[config.mk]
export PLATFORM = sky130hd
export DESIGN_NAME = lane_strobe_decoder
export DESIGN_NICKNAME = d
export VERILOG_FILES = /design/src/rtl/lane_strobe_pkg.sv /design/src/rtl/bus_cmd_decode.sv /design/src/rtl/region_decode.sv /design/src/rtl/lane_strobe_gen.sv /design/src/rtl/lane_strobe_decoder.sv
export SDC_FILE = /design/constraint.sdc
export NUM_CORES = 1
export LEC_CHECK = 0
export ABC_AREA = 1
export BUFFER_PORTS_ARGS = -buffer_cell sky130_fd_sc_hd__clkbuf_2
export CAP_MARGIN = 30
export CORE_MARGIN = 8
export CORE_UTILIZATION = 36
export CTS_CLUSTER_SIZE = 24
export DETAILED_ROUTE_END_ITERATION = 8
export PLACE_DENSITY = 0.76
export SYNTH_ARGS = -nofsm -noshare
export SYNTH_HDL_FRONTEND = slang
export SYNTH_SLANG_ARGS = --single-unit
export TNS_END_PERCENT = 20
[constraint.sdc]
create_clock -name clk -period 0.8 [get_ports clk]
set_input_delay 0.04 -clock clk [delete_from_list [all_inputs] [get_ports clk]]
set_output_delay 0.04 -clock clk [all_outputs]
set_load 0.05 [all_outputs]
[src/rtl/lane_strobe_pkg.sv]
package lane_strobe_pkg;
  localparam int unsigned LS_BANKS       = 8;
  localparam int unsigned LS_ADDR_W      = 32;
  localparam int unsigned LS_REGION_LSB  = 19;
  localparam int unsigned LS_SPLIT_BIT   = 29;
  localparam int unsigned LS_WORD_LSB    = $clog2(LS_BANKS);
  localparam int unsigned LS_WORD_W      = LS_REGION_LSB - LS_WORD_LSB;

  typedef struct packed {
    logic wr_cmd_n;
    logic rd_cmd_n;
  } bus_cmd_t;
endpackage

[src/rtl/bus_cmd_decode.sv]
module bus_cmd_decode
  import lane_strobe_pkg::*;
(
  input  logic     mem_sel,
  input  logic     wr_sel,
  output bus_cmd_t cmd
);
  always_comb begin
    cmd.wr_cmd_n = ~(mem_sel & wr_sel);
    cmd.rd_cmd_n = ~(mem_sel & ~wr_sel);
  end
endmodule

[src/rtl/region_decode.sv]
module region_decode #(
  parameter int unsigned ADDR_W     = 32,
  parameter int unsigned REGION_LSB = 19,
  parameter int unsigned SPLIT_BIT  = 29
) (
  input  logic [ADDR_W-1:0] addr,
  output logic              mid_sel_n,
  output logic              ce_n
);
  localparam int unsigned LOW_W  = SPLIT_BIT - REGION_LSB;
  localparam int unsigned HIGH_W = ADDR_W - SPLIT_BIT;

  logic [LOW_W-1:0]  low_field;
  logic [HIGH_W-1:0] high_field;

  assign low_field  = addr[SPLIT_BIT-1:REGION_LSB];
  assign high_field = addr[ADDR_W-1:SPLIT_BIT];

  // stage one: intermediate term over the lower decoded field
  always_comb mid_sel_n = ~(&low_field);

  // stage two: intermediate term combined with the top field
  always_comb ce_n = ~(~mid_sel_n & (&high_field));
endmodule

[src/rtl/lane_strobe_gen.sv]
module lane_strobe_gen #(
  parameter int unsigned BANKS = 8
) (
  input  logic [BANKS-1:0] byte_en_n,
  input  logic             wr_cmd_n,
  input  logic             ce_n,
  output logic [BANKS-1:0] wr_n
);
  for (genvar k = 0; k < BANKS; k++) begin : g_lane
    assign wr_n[k] = byte_en_n[k] | wr_cmd_n | ce_n;
  end
endmodule

[src/rtl/lane_strobe_decoder.sv]
module lane_strobe_decoder
  import lane_strobe_pkg::*;
#(
  parameter int unsigned BANKS      = LS_BANKS,
  parameter int unsigned ADDR_W     = LS_ADDR_W,
  parameter int unsigned REGION_LSB = LS_REGION_LSB,
  parameter int unsigned SPLIT_BIT  = LS_SPLIT_BIT,
  localparam int unsigned WORD_LSB  = $clog2(BANKS),
  localparam int unsigned WORD_W    = REGION_LSB - WORD_LSB
) (
  input  logic              clk,
  input  logic              rst,
  input  logic              mem_sel,
  input  logic              wr_sel,
  input  logic [BANKS-1:0]  byte_en_n,
  input  logic [ADDR_W-1:0] addr,
  output logic [BANKS-1:0]  bank_wr_n,
  output logic              chip_en_n,
  output logic              rd_oe_n,
  output logic [WORD_W-1:0] bank_addr
);
  bus_cmd_t         cmd;
  logic             mid_sel_n;
  logic             ce_n_c;
  logic [BANKS-1:0] wr_n_c;

  bus_cmd_decode u_cmd (
    .mem_sel (mem_sel),
    .wr_sel  (wr_sel),
    .cmd     (cmd)
  );

  region_decode #(
    .ADDR_W     (ADDR_W),
    .REGION_LSB (REGION_LSB),
    .SPLIT_BIT  (SPLIT_BIT)
  ) u_region (
    .addr      (addr),
    .mid_sel_n (mid_sel_n),
    .ce_n      (ce_n_c)
  );

  lane_strobe_gen #(
    .BANKS (BANKS)
  ) u_lanes (
    .byte_en_n (byte_en_n),
    .wr_cmd_n  (cmd.wr_cmd_n),
    .ce_n      (ce_n_c),
    .wr_n      (wr_n_c)
  );

  always_ff @(posedge clk) begin
    if (rst) begin
      bank_wr_n <= '1;
      chip_en_n <= 1'b1;
      rd_oe_n   <= 1'b1;
      bank_addr <= '0;
    end else begin
      bank_wr_n <= wr_n_c;
      chip_en_n <= ce_n_c;
      rd_oe_n   <= cmd.rd_cmd_n;
      bank_addr <= addr[REGION_LSB-1:WORD_LSB];
    end
  end
endmodule

==> results.tsv <==
stage	metric	value	unit
synthesis	synth_top_area_cell	dfxtp_1	
die	die_x	63.90	µm
synthesis	synth_top_area_share	63.03	%
run_status	status	complete, but fails checks	
die	core_area	2191	µm²
synthesis	syn_nets	136	
die	die_h	63.90	µm
sta	rsz0062_at_grt	yes	
detailed_routing	routed_wl	3758	µm
detailed_routing	via_count	978	
sta	max_slew_margin	70.29	%
synthesis	ys_seq_area_share	63.03	%
flow_run	cap_violations	0	
setup_path	crit_type	reg -> out	
synthesis	synth_area_per_cell	8.976	µm²
clocking	cts-root-buf	clkbuf_4	
sta	tightest_slew	444.6	ps
global_routing	grt_pass1_wl	5816	µm
final_layout	multiInputGateArea	242.7	µm²
run_status	violations	setup timing	
setup_path	critPathArrivalTime	880	ps
clocking	cts_tree	done	
synthesis	yosysUniqueCellTypes	11	
die	num_rows	17	
setup_path	cp-start-kind	flop	
detailed_routing	drc	0	
sta	setup_ws	-121.4	ps
final_layout	syn_to_final_growth	144.5	%
setup_path	cp_cell_sequence	clkbuf_16	
global_routing	grt_usage	18.62	%
detailed_routing	wirelength_met1	1538	µm
sta	fin_crit	921.4	ps
synthesis	ys_ff_latch	26	
detailed_routing	drt_first_pass_iters	4	
synthesis	synth_cells	92	
clocking	path_clk_slew	150	ps
clocking	clock_path_buffers	2	
setup_path	critPathTopFamily	flip-flops	
setup_path	critical_path_buf_inv_count	1	
final_layout	antenna_cells	0	
final_layout	seq_area	553.0	µm²
final_layout	drive_gt1_share	57.14	%
die	io_pins	70	
detailed_routing	wl_per_cell	17.32	µm
final_layout	final_util	92.18	%
clocking	h-tree-depth	1	
die	initial_core_util	37.69	%
power_and_ir_drop	p_leak	1.008	nW
placement	finalWeightedCongestion	0.7208	
placement	hpwlAfterDp	1899	µm
setup_path	cp_max_fo	1	
setup_path	critPathRequiredTime	760	ps
power_and_ir_drop	irDropWorstVdd	1.793	mV
power_and_ir_drop	p_per_area	1358	nW/µm²
sta	worst_hold_slack	33.01	ps
setup_path	end_kind	primary output	
clocking	cts_buffers	3	
sta	period_share	115.2	%
power_and_ir_drop	p_total	2.743	mW
placement	dpl_worst_slack	11.03	ps
detailed_routing	drt_iter0_markers	47	
worst_hold_path	min_path_type	in -> reg	
setup_path	slowest_delay	380	ps
detailed_routing	wl_met2	1853	µm
final_layout	nets	234	
die	dieArea	4083	µm²
global_routing	grt_pass1_vias	1126	
clocking	cts.sinks	26	
placement	io_buffer_count	66	
sta	setup_tns	-2517	ps
detailed_routing	met3_length	292	µm
global_routing	overflow	0	
sta	final_max_slew_viol_count	0	
synthesis	yosysWarningCount	0	
synthesis	netlist_area	825.8	µm²
sta	fmax	1085	MHz
setup_path	crit_slowest_cell	dfxtp_2	
global_routing	grt_max_degree	15	
synthesis	ys_top_cells_by_area	dfxtp_1 (63%), inv_1 (8.6%), nor2_1 (7.3%)	
global_routing	antenna_found_initial	0	
detailed_routing	postRouteAntennaNets	0	
sta	hold_violations	0	
detailed_routing	route.top_layer_used	met4	
detailed_routing	viasPerCell	4.507	
sta	setup_viol	26	
final_layout	fillerInstances	79	
clocking	cts_setup_buffers	0	
-- registers in the layout (all words and copies together), names as in the netlist --
name,count
rd_oe_n,1
bank_wr_n,8
bank_addr,16
chip_en_n,1
-- cell usage after synthesis, drive strengths merged --
cell type,n
dfxtp,26
buf,3
nand2,7
inv,19
nor2,17
nand3,10
nand3b,1
nor3,9
-- power breakdown --
part / switching [mW] / internal (mW) / total, mW
logic: 0.317 / 0.349 / 0.665
registers: 0.0358 / 1.35 / 1.38
clock network: 0.413 / 0.279 / 0.693
-- cells by family after synthesis --
group,Yosys count,share of synthesized area [%]
and+or+nand+nor,44,25.00
DFF,26,63.03
buffers and inverters,22,11.97
-- worst paths after layout --
check | slack [ps] | startpoint | cells past startpoint | end
setup / recovery | -120 | bank_addr[3] | 1 | bank_addr[3]
hold / removal | 30 | addr[24] | 4 | bank_wr_n[3]
-- routing by layer --
layer	vias up	global-route usage, %
met5	-	0
met4	0	7.242
met3	6	6.446
met2	57	32.75
met1	446	19.94
li1	469	-
-- cell type report --
cell class,count,area share (%)
Inverter,19,3.532
Sequential cell,26,27.39
Tap cell,28,1.735
Multi-Input combinational cell,44,12.02
Timing Repair Buffer,96,53.53
Clock buffer,4,1.797
-- repair_timing --
item | 4_1_cts | 5_1_grt
hold buffers | 26 | 0
gates resized for setup | 96 | 15
pin swaps | 0 | 3
endpoints found under the setup margin | 26 | 32
hold endpoints to repair | 25 | 0
-- metrics by stage --
stage | cells | cell area [µm²]
finish | 217 | 2019
global route | 217 | 2019
CTS | 217 | 1973
detailed placement | 187 | 1194
global placement | 187 | 1194
floorplan | 92 | 825.8
-- cells in the final DEF (no fill, tap or decap) --
master,n
clkbuf_2,40
dfxtp_2,26
dlygate4sd3_1,26
clkbuf_16,20
inv_1,19
nor2_1,16
nand3_1,10
nand2_1,7
buf_8,6
nor3_2,5
buf_4,4
clkbuf_4,3
nor3_4,2
nor3_1,2
nor2_2,1
nand3b_1,1
clkbuf_8,1
Power figures use the tool's default switching activity.
